<file path="config.mk">
export PLATFORM = sky130hd
export DESIGN_NAME = tri_frame_detector
export DESIGN_NICKNAME = d
export VERILOG_FILES = /design/src/rtl/tfd_pkg.sv /design/src/rtl/tfd_step.sv /design/src/rtl/tfd_flag_dec.sv /design/src/rtl/tri_frame_detector.sv
export SDC_FILE = /design/constraint.sdc
export NUM_CORES = 1
export LEC_CHECK = 0
export ABC_CLOCK_PERIOD_IN_PS = 1100
export CORE_AREA = 2 2 39 41
export DETAILED_ROUTE_END_ITERATION = 8
export DIE_AREA = 0 0 41 43
export GPL_ROUTABILITY_DRIVEN = 0
export PLACE_DENSITY = 0.48
export SLEW_MARGIN = 5
export SYNTH_ARGS = -nofsm -noshare
export SYNTH_HDL_FRONTEND = slang
export SYNTH_SLANG_ARGS = --single-unit
</file>
<file path="constraint.sdc">
create_clock -name clk -period 1.1 [get_ports clk]
set_input_delay 0.33 -clock clk [delete_from_list [all_inputs] [get_ports clk]]
set_output_delay 0.33 -clock clk [all_outputs]
set_load 0.01 [all_outputs]
</file>
<file path="src/rtl/tfd_pkg.sv">
package tfd_pkg;

    localparam int unsigned STATE_W = 4;
    localparam int unsigned FRAME_BITS = 3;
    localparam int unsigned PREFIX_W = FRAME_BITS - 1;

    typedef enum logic [STATE_W-1:0] {
        ST_IDLE = 4'b0000,
        ST_Z    = 4'b0001,
        ST_O    = 4'b0100,
        ST_ZZ   = 4'b1000,
        ST_ZO   = 4'b0011,
        ST_OZ   = 4'b1100,
        ST_OO   = 4'b0101,
        ST_MISS = 4'b1101,
        ST_HITA = 4'b0010,
        ST_HITB = 4'b0111
    } state_e;

    typedef struct packed {
        state_e state;
        logic   hit_a;
        logic   hit_b;
    } regs_t;

    function automatic logic [PREFIX_W-1:0] prefix_of(input state_e s);
        case (s)
            ST_ZZ:   prefix_of = 2'b00;
            ST_ZO:   prefix_of = 2'b01;
            ST_OZ:   prefix_of = 2'b10;
            default: prefix_of = 2'b11;
        endcase
    endfunction

    function automatic logic is_two_bit(input state_e s);
        is_two_bit = (s == ST_ZZ) || (s == ST_ZO) || (s == ST_OZ) || (s == ST_OO);
    endfunction

endpackage

</file>
<file path="src/rtl/tfd_step.sv">
module tfd_step
    import tfd_pkg::*;
#(
    parameter logic [FRAME_BITS-1:0] PAT_A = 3'b011,
    parameter logic [FRAME_BITS-1:0] PAT_B = 3'b110
) (
    input  state_e cur,
    input  logic   din,
    output state_e nxt
);

    logic [FRAME_BITS-1:0] word;

    always_comb begin
        word = {prefix_of(cur), din};
        case (cur)
            ST_IDLE: nxt = din ? ST_O : ST_Z;
            ST_Z:    nxt = din ? ST_ZO : ST_ZZ;
            ST_O:    nxt = din ? ST_OO : ST_OZ;
            ST_ZZ, ST_ZO, ST_OZ, ST_OO: begin
                if (word == PAT_A)      nxt = ST_HITA;
                else if (word == PAT_B) nxt = ST_HITB;
                else                    nxt = ST_MISS;
            end
            default: nxt = ST_IDLE;
        endcase
    end

endmodule

</file>
<file path="src/rtl/tfd_flag_dec.sv">
module tfd_flag_dec
    import tfd_pkg::*;
(
    input  state_e st,
    output logic   hit_a,
    output logic   hit_b
);

    always_comb begin
        hit_a = (st == ST_HITA);
        hit_b = (st == ST_HITB);
    end

endmodule

</file>
<file path="src/rtl/tri_frame_detector.sv">
module tri_frame_detector
    import tfd_pkg::*;
#(
    parameter logic [FRAME_BITS-1:0] PAT_A = 3'b011,
    parameter logic [FRAME_BITS-1:0] PAT_B = 3'b110
) (
    input  logic clk,
    input  logic rst_n,
    input  logic ser_in,
    output logic match_a,
    output logic match_b
);

    regs_t  r_d;
    regs_t  r_q;
    state_e nxt_state;
    logic   nxt_a;
    logic   nxt_b;
    state_e state_now;

    tfd_step #(.PAT_A(PAT_A), .PAT_B(PAT_B)) u_step (
        .cur (r_q.state),
        .din (ser_in),
        .nxt (nxt_state)
    );

    tfd_flag_dec u_dec (
        .st    (nxt_state),
        .hit_a (nxt_a),
        .hit_b (nxt_b)
    );

    always_comb begin
        r_d       = r_q;
        r_d.state = nxt_state;
        r_d.hit_a = nxt_a;
        r_d.hit_b = nxt_b;
    end

    always_ff @(posedge clk or negedge rst_n) begin
        if (!rst_n) begin
            r_q <= '{state: ST_IDLE, hit_a: 1'b0, hit_b: 1'b0};
        end else begin
            r_q <= r_d;
        end
    end

    assign state_now = r_q.state;
    assign match_a   = r_q.hit_a;
    assign match_b   = r_q.hit_b;

endmodule

</file>
After elaboration in Yosys (flattened, before gate mapping):

Cells that the tools add are included.

* logic and storage cells: 22
* output and inout bits: 2
* bits in registers: 6

* equal/unequal tests: 10
* mux-type cells: 7
* reduce and logical (&&, ||, !) cells: 2

Operator list (number)
* 2-to-1 mux 4 bit: 4
* one-hot mux 4 bit (4 select lines): 1
* == test 4 x 3 -> 1 bit, second input constant: 3
* == test 4 x 2 -> 1 bit, second input constant: 2
* == test 4 bit, second input constant: 2
* one-hot mux 2 bit (3 select lines): 1
* == test 4 x 1 -> 1 bit, second input constant: 1
* logical NOT 4 bit: 1
* OR reduction 4 bit: 1
* == test 3 x 2 -> 1 bit, second input constant: 1
* == test 3 bit, second input constant: 1
* 2-to-1 mux 3 bit: 1

Logic depth before layout (Yosys ltp):

Gate-level depths: netlist (run 1).

* depth in word-level cells: 7
* depth in mapped cells: 3
* mapped depth without buffers: 3

Cells and area by module:

A second synthesis (run 1) with hierarchy kept.

* cells, all modules: 25
* area total of the unflattened synthesis: 294.0 µm²

By module, submodules not included
* tri_frame_detector: instances 1, area each 150.1 µm², cells an instance 6
* tfd_step: instances 1, area each 118.9 µm², cells an instance 17
* tfd_flag_dec: instances 1, area each 25.0 µm², cells an instance 2

Worst setup path before layout (run 1):

No wires, ideal clock.

* path type: register to register
* start point: register r_q, in the netlist state_now[3]
* end point: register r_q, in the netlist state_now[0]
* cell stages (with the launch flop): 4
* arrival time: 1067 ps
* setup slack: -70 ps
* path buffers: 0
* clock period less this slack: 1170 ps
* cells stage by stage: dfrtp_1 nand2b_2 or4_1 o311ai_1

* word-level cells in the longest chain between the ends: 5
* elaborated cells between the ends (all ways): 12
* those cells by class: eq/ne (7); mux (3); reduce/logical (2)

RTL lines
* start: declaration: line tri_frame_detector.sv:15 `regs_t r_q;`
* start signal: assignment: line tri_frame_detector.sv:42 `r_q <= '{state: ST_IDLE, hit_a: 1'b0, hit_b: 1'b0};`
* start signal: assignment: line tri_frame_detector.sv:44 `r_q <= r_d;`
* == test 4 bit / == test 4 x 2 -> 1 bit (equally long branches): line tfd_pkg.sv:27, tfd_step.sv:16
* one-hot mux 2 bit (3 select lines): line tfd_pkg.sv:27 `case (s)`
* == test 3 x 2 -> 1 bit: line tfd_step.sv:21 `if (word == PAT_A) nxt = ST_HITA;`
* 2-to-1 mux 4 bit: line tfd_step.sv:21
* one-hot mux 4 bit (4 select lines) *: line tfd_step.sv:16 `case (cur)`
* via nxt_state[0]: line tri_frame_detector.sv:16 `state_e nxt_state;`

The timed path passes the listed nets; every way through them passes the cells marked *.

Final worst setup path (run 1):

Same ends and word-level chain as after synthesis.

==> impl_metrics.py, run 1 <==
metrics = {
    "layout": {
        "nets": 49,
        "area_growth_pct": 56.44,
        "stdcell_area_sq_um": 440.4,
        "fin_cells": 60,
        "postLayoutCoreUtil": 0.3183,
        "antennaDiodeCount": 0,
        "layout-drive-gt1-share": 0.3864,
    },
    "sta": {
        "period_needed_ps": 1110,
        "hold_slack_ps": 339.0,
        "setup_viol": 1,
        "slew_violations": 0,
        "rsz0062_at_grt": "yes",
        "slew_headroom": 0.7929,
        "finalHoldViolCount": 0,
        "finalWorstSetupSlack_ps": -9.901,
        "tns_ps": -9.901,
        "tightest_slew_ps": 309.6,
        "fmax_ghz": 0.9010,
        "fin_worst_skew_ps": 0.2376,
        "finalCritPeriodShare": 1.009,
    },
    "setup_path": {
        "worst-path-max-fanout": 2,
        "criticalPathCategory": "flop to flop",
        "cp.required_ps": 1240,
        "crit_path_start_kind": "flop",
        "cp-startpoint": "state_now[3]",
        "endpoint_kind": "flop",
        "crit_arrival_ps": 1250,
        "r2r_start": "state_now[3]",
    },
    "logic_synthesis": {
        "syn-instance-count": 28,
        "avgSynthCellArea_sq_um": 10.05,
        "seq_area_frac_synth": 0.5333,
        "synth-seq-cells": 6,
        "ys_types": 17,
        "synth_top_area_frac": 0.5333,
        "synth_nets": 31,
        "yosysTopAreaCell": "dfrtp_1",
        "ys_top_cells_by_area": "dfrtp_1 (53%), a21oi_1 (5.3%), o21ai_0 (5.3%), mux2_1 (4.0%), nor2_1 (4.0%)",
        "synth_area_sq_um": 281.5,
        "yosys_warnings": 0,
    },
    "power_and_ir_drop": {
        "seqPwrFrac": 0.301,
        "netSwitchingPower_mw": 0.4330,
        "intPower_mw": 0.7799,
        "p_total_mw": 1.213,
        "p_leak_nw": 0.2000,
        "clockPowerShare": 0.172,
        "switching_share": 0.3570,
        "power_density_mw_per_mm2": 2754,
        "combPwrFrac": 0.527,
        "ir_drop_uv": 917.2,
    },
    "floorplan": {
        "initial_core_util": 0.2034,
        "die_area_sq_mm": 0.001763,
        "rows": 14,
        "fp.dieH_microns": 43,
        "io_pins": 5,
        "die_w_microns": 41,
        "core_sq_mm": 0.001384,
    },
    "global_routing": {
        "grt_pass1_vias": 307,
        "grt_pass1_wl_microns": 1269,
        "gr-total-overflow": 0,
        "grt_max_degree": 8,
        "antenna_found_initial": 0,
        "grt_usage": 0.1219,
    },
    "clocking": {
        "postCtsHoldBufs": 0,
        "clkTransAtPathRegs_ps": 50,
        "htreeDepth": 1,
        "cts_buffer_depth": 2,
        "tritoncts": "built",
        "clk_latency_ps": 250,
        "clock_sinks": 6,
        "cts-buffers-inserted": 3,
        "cts_root_buf": "clkbuf_4",
    },
    "placement": {
        "dp.cells": 56,
        "dpl_cell_area_sq_um": 406.6,
        "port_buffers": 4,
        "post-place-ws_ps": -406.3,
        "dpl.hpwl_microns": 519.2,
    },
    "routing": {
        "ant_nets": 0,
        "wl_per_cell_microns": 11.70,
        "via_per_inst": 4.683,
        "firstDrtPassIters": 4,
        "drtIter0Drc": 8,
        "drt_drc_violations_left": 0,
        "drt_wl_total_microns": 702,
        "vias": 281,
    },
    "run_status": {
        "violations": "negative setup slack",
        "status": "finished with violations",
    },
    "min_path": {
        "holdCritPathClass": "input pin to asynchronous set/reset pin",
    },
    "job": {
        "cap_viol_max_count": 0,
    },
}
## worst max-delay path, cell delays in order, from the launching register on
cell and delay, ps:
dfrtp_1 370, nand2b_4 140, or4_1 400, o311ai_1 100
## area by class of cell
cell class / count / area, sq um
repair buffers: 13 / 108.9
clock buffers: 3 / 22.52
multi-input cells: 20 / 131.4
well taps: 16 / 20.02
fillers: 146 / 943.4
inverters: 2 / 7.507
flip-flops and latches: 6 / 150.1
## what timing repair did
action,CTS,global route
gates resized for setup,9,4
buffers inserted,1,0
setup endpoints to repair,7,5
endpoints found under the hold margin,0,0
## placed cells by master (no fill, tap or decap), types with 2 or more instances in the layout
master and instances:
buf_6 2, nor2_1 2, o21ai_0 2, dfrtp_1 6, buf_4 9, clkbuf_4 3
a21oi_1 3
## metal layers
| metal | vias to the layer above | wire, microns | GRT usage | share of wire |
|---|---|---|---|---|
| li1 | 138 | - | - | - |
| met1 | 130 | 271 | 0.1136 | 0.39 |
| met2 | 11 | 352 | 0.1531 | 0.50 |
| met3 | 2 | 56 | 0.09424 | 0.080 |
| met4 | 0 | 22 | 0.1267 | 0.031 |
| met5 | - | 0 | 0 | 0 |
## sequential cells by signal, indices dropped and copies added, names as in the netlist
| name | cells |
|---|---|
| state_now | 4 |
| match_a | 1 |
| match_b | 1 |
## cell usage after synthesis
| master | number |
|---|---|
| o21ai_0 | 3 |
| nor3_1 | 1 |
| a21oi_1 | 3 |
| dfrtp_1 | 6 |
| nand2b_1 | 1 |
| nor2_1 | 3 |
| mux2_1 | 1 |
| nand2b_2 | 1 |
| o32ai_1 | 1 |
| a31oi_1 | 1 |
| or4_1 | 1 |
| nor2b_1 | 1 |
| inv_1 | 1 |
| o311ai_1 | 1 |
| inv_2 | 1 |
| o21a_1 | 1 |
| nor4_1 | 1 |
## power by group through the flow
stage	logic, mW	registers (mW)	clock network [mW]
after floorplan	0.269	0.418	0
after global placement	0.587	0.365	0
after detailed placement	0.604	0.364	0
after CTS	0.619	0.362	0.221
after global routing	0.708	0.380	0.239
final	0.639	0.365	0.209
## kinds of logic (layout without fill, tap and decap cells)
| kind of cell | after synthesis | after routing | share of synthesized area |
|---|---|---|---|
| AOI/OAI and AO/OA | 10 | 10 | 0.2178 |
| and+or+nand+nor | 9 | 9 | 0.1823 |
| DFF | 6 | 6 | 0.5333 |
| buffers and inverters | 2 | 18 | 0.02664 |
| muxes | 1 | 1 | 0.04000 |
## final timing paths
| check | endpoint | slack [ps] | cells past startpoint |
|---|---|---|---|
| worst max-delay path | state_now[0] | -10 | 3 |
| worst min-delay path | match_b | 340 | 1 |
| worst max register to register | state_now[0] | -10 | 3 |
| worst min register to register | state_now[0] | 580 | 2 |
| max in group asynchronous | state_now[2] | 530 | 1 |
| min in group clk | match_b | 530 | 3 |
Note: power is estimated with default switching activity, not from simulation.
==> inputs of run 2 (changes only) <==
--- a/config.mk
+++ b/config.mk
@@ -10,6 +10,7 @@
 export DETAILED_ROUTE_END_ITERATION = 8
 export DIE_AREA = 0 0 41 43
 export GPL_ROUTABILITY_DRIVEN = 0
+export GPL_TIMING_DRIVEN = 0
 export PLACE_DENSITY = 0.48
 export SLEW_MARGIN = 5
 export SYNTH_ARGS = -nofsm -noshare
==> impl_metrics.py, run 2 (synthesized netlist as in run 1, its figures left out) <==
metrics = {
    "sta": {
        "tightest_slew_ps": 281.5,
        "slew_headroom": 0.8118,
        "setup_viol": 1,
        "fmax_ghz": 0.8629,
        "fin_worst_skew_ps": 3.168,
        "slew_violations": 0,
        "period_needed_ps": 1159,
        "hold_slack_ps": 320.7,
        "finalHoldViolCount": 0,
        "finalCritPeriodShare": 1.054,
        "finalWorstSetupSlack_ps": -58.94,
        "rsz0062_at_grt": "yes",
    },
    "layout": {
        "stdcell_area_sq_um": 397.9,
        "nets": 43,
        "fill_cells": 144,
        "layout-drive-gt1-share": 0.4211,
        "area_growth_pct": 41.33,
        "antennaDiodeCount": 0,
        "largest_reg_flops": 4,
    },
    "power_and_ir_drop": {
        "netSwitchingPower_mw": 0.4487,
        "ir_drop_uv": 866.8,
        "seqPwrFrac": 0.371,
        "combPwrFrac": 0.445,
        "power_density_mw_per_mm2": 2911,
        "intPower_mw": 0.7096,
        "p_leak_nw": 0.1696,
        "switching_share": 0.3874,
        "clockPowerShare": 0.183,
    },
    "routing": {
        "drtIter0Drc": 6,
        "wl_per_cell_microns": 13.35,
        "drt_drc_violations_left": 0,
        "ant_nets": 0,
        "vias": 266,
        "firstDrtPassIters": 3,
        "via_per_inst": 4.926,
        "drt_wl_total_microns": 721,
    },
    "floorplan": {
        "rows": 14,
        "core_sq_mm": 0.001384,
        "die_area_sq_mm": 0.001763,
        "io_pins": 5,
        "initial_core_util": 0.2034,
        "fp.dieH_microns": 43,
        "die_w_microns": 41,
    },
    "clocking": {
        "cts-buffers-inserted": 3,
        "htreeDepth": 1,
        "clock_sinks": 6,
        "clkTransAtPathRegs_ps": 50,
        "cts_root_buf": "clkbuf_4",
        "postCtsHoldBufs": 0,
        "tritoncts": "built",
        "clk_latency_ps": 250,
        "cts_buffer_depth": 2,
    },
    "placement": {
        "port_buffers": 4,
        "dpl_cell_area_sq_um": 346.6,
        "post-place-ws_ps": -524.5,
        "dpl.hpwl_microns": 481.9,
    },
    "setup_path": {
        "worst-path-max-fanout": 3,
        "crit_path_start_kind": "flop",
        "endpoint_kind": "flop",
        "cp.required_ps": 1250,
        "reg2reg_depth": 3,
        "criticalPathCategory": "flop to flop",
        "crit_arrival_ps": 1310,
        "r2r_slack_ps": -60,
    },
    "global_routing": {
        "grt_usage": 0.1120,
        "grt_pass1_wl_microns": 1179,
        "grt_pass1_vias": 283,
        "grt_max_degree": 9,
        "gr-total-overflow": 0,
        "antenna_found_initial": 0,
    },
    "job": {
        "cap_viol_max_count": 0,
    },
    "run_status": {
        "status": "finished with violations",
        "violations": "negative setup slack",
    },
    "min_path": {
        "holdCritPathClass": "input pin to asynchronous set/reset pin",
    },
}
-- run 2: cell count changes in the layout (fill, tap and decap cells not counted), moves of 2 or more --
cell	before	now
buf_2	0	2
buf_4	9	3
buf_6	2	0
dfrtp_1	6	3
dfrtp_2	0	3
-- run 2: worst max-delay path, stage by stage, from the launching register on --
cell and delay (ps):
dfrtp_1 400, nand2b_4 150, or4_4 420, o311ai_2 90
-- run 2: stage by stage --
stage | setup TNS, ps | power [mW] | utilization | cells
6_report | -58.94 | 1.158 | 0.2875 | 54
3_3_place_gp | -2074 | 0.7743 | 0.2505 | 48
4_1_cts | -61.60 | 1.147 | 0.2848 | 54
2_1_floorplan | -22.14 | 0.6863 | - | 28
3_5_place_dp | -2228 | 0.8073 | 0.2505 | 48
5_1_grt | -204.6 | 1.257 | 0.2875 | 54
-- run 2: power by group through the flow --
stage               registers (mW)  clock network [mW]  logic (mW)
floorplan                    0.418                   0       0.269
global placement             0.433                   0       0.341
detailed placement           0.446                   0       0.361
CTS                          0.420               0.220       0.507
global route                 0.442               0.243       0.571
finish                       0.430               0.212       0.516
-- run 2: final cells by class --
type                    instances  area (sq um)  area share
flip-flops and latches          6         153.9      0.3868
well taps                      16         20.02     0.05031
clock buffers                   3         22.52     0.05660
repair buffers                  7         51.30      0.1289
inverters                       2         7.507     0.01887
multi-input cells              20         142.6      0.3585
-- run 2: routing by layer --
metal | track usage | part of all wire
met4 | 0.1200 | 0.019
met1 | 0.1144 | 0.38
met5 | 0 | 0
met2 | 0.1531 | 0.55
met3 | 0.04712 | 0.050
-- run 2: worst paths after layout --
kind	startpoint	endpoint
min	rst_n	match_b
max	state_now[3]	state_now[0]
max reg2reg	state_now[3]	state_now[0]
min reg2reg	state_now[0]	state_now[3]
max in group asynchronous	rst_n	state_now[1]
min in group clk	ser_in	match_b
-- run 2: repair_timing --
item / 4_1_cts / 5_1_grt
pin swaps: 0 / 2
setup buffers: 3 / 0
resized for setup: 13 / 2
endpoints found under the setup margin: 7 / 6
==> inputs of run 3 (changes only) <==
--- a/config.mk
+++ b/config.mk
@@ -7,12 +7,12 @@
 export LEC_CHECK = 0
 export ABC_CLOCK_PERIOD_IN_PS = 1100
 export CORE_AREA = 2 2 39 41
+export CTS_CLUSTER_DIAMETER = 50
 export DETAILED_ROUTE_END_ITERATION = 8
 export DIE_AREA = 0 0 41 43
 export GPL_ROUTABILITY_DRIVEN = 0
 export GPL_TIMING_DRIVEN = 0
 export PLACE_DENSITY = 0.48
-export SLEW_MARGIN = 5
 export SYNTH_ARGS = -nofsm -noshare
 export SYNTH_HDL_FRONTEND = slang
 export SYNTH_SLANG_ARGS = --single-unit
==> results of run 3 <==
The final DEF is identical to that of run 2; final timing and power are the same.
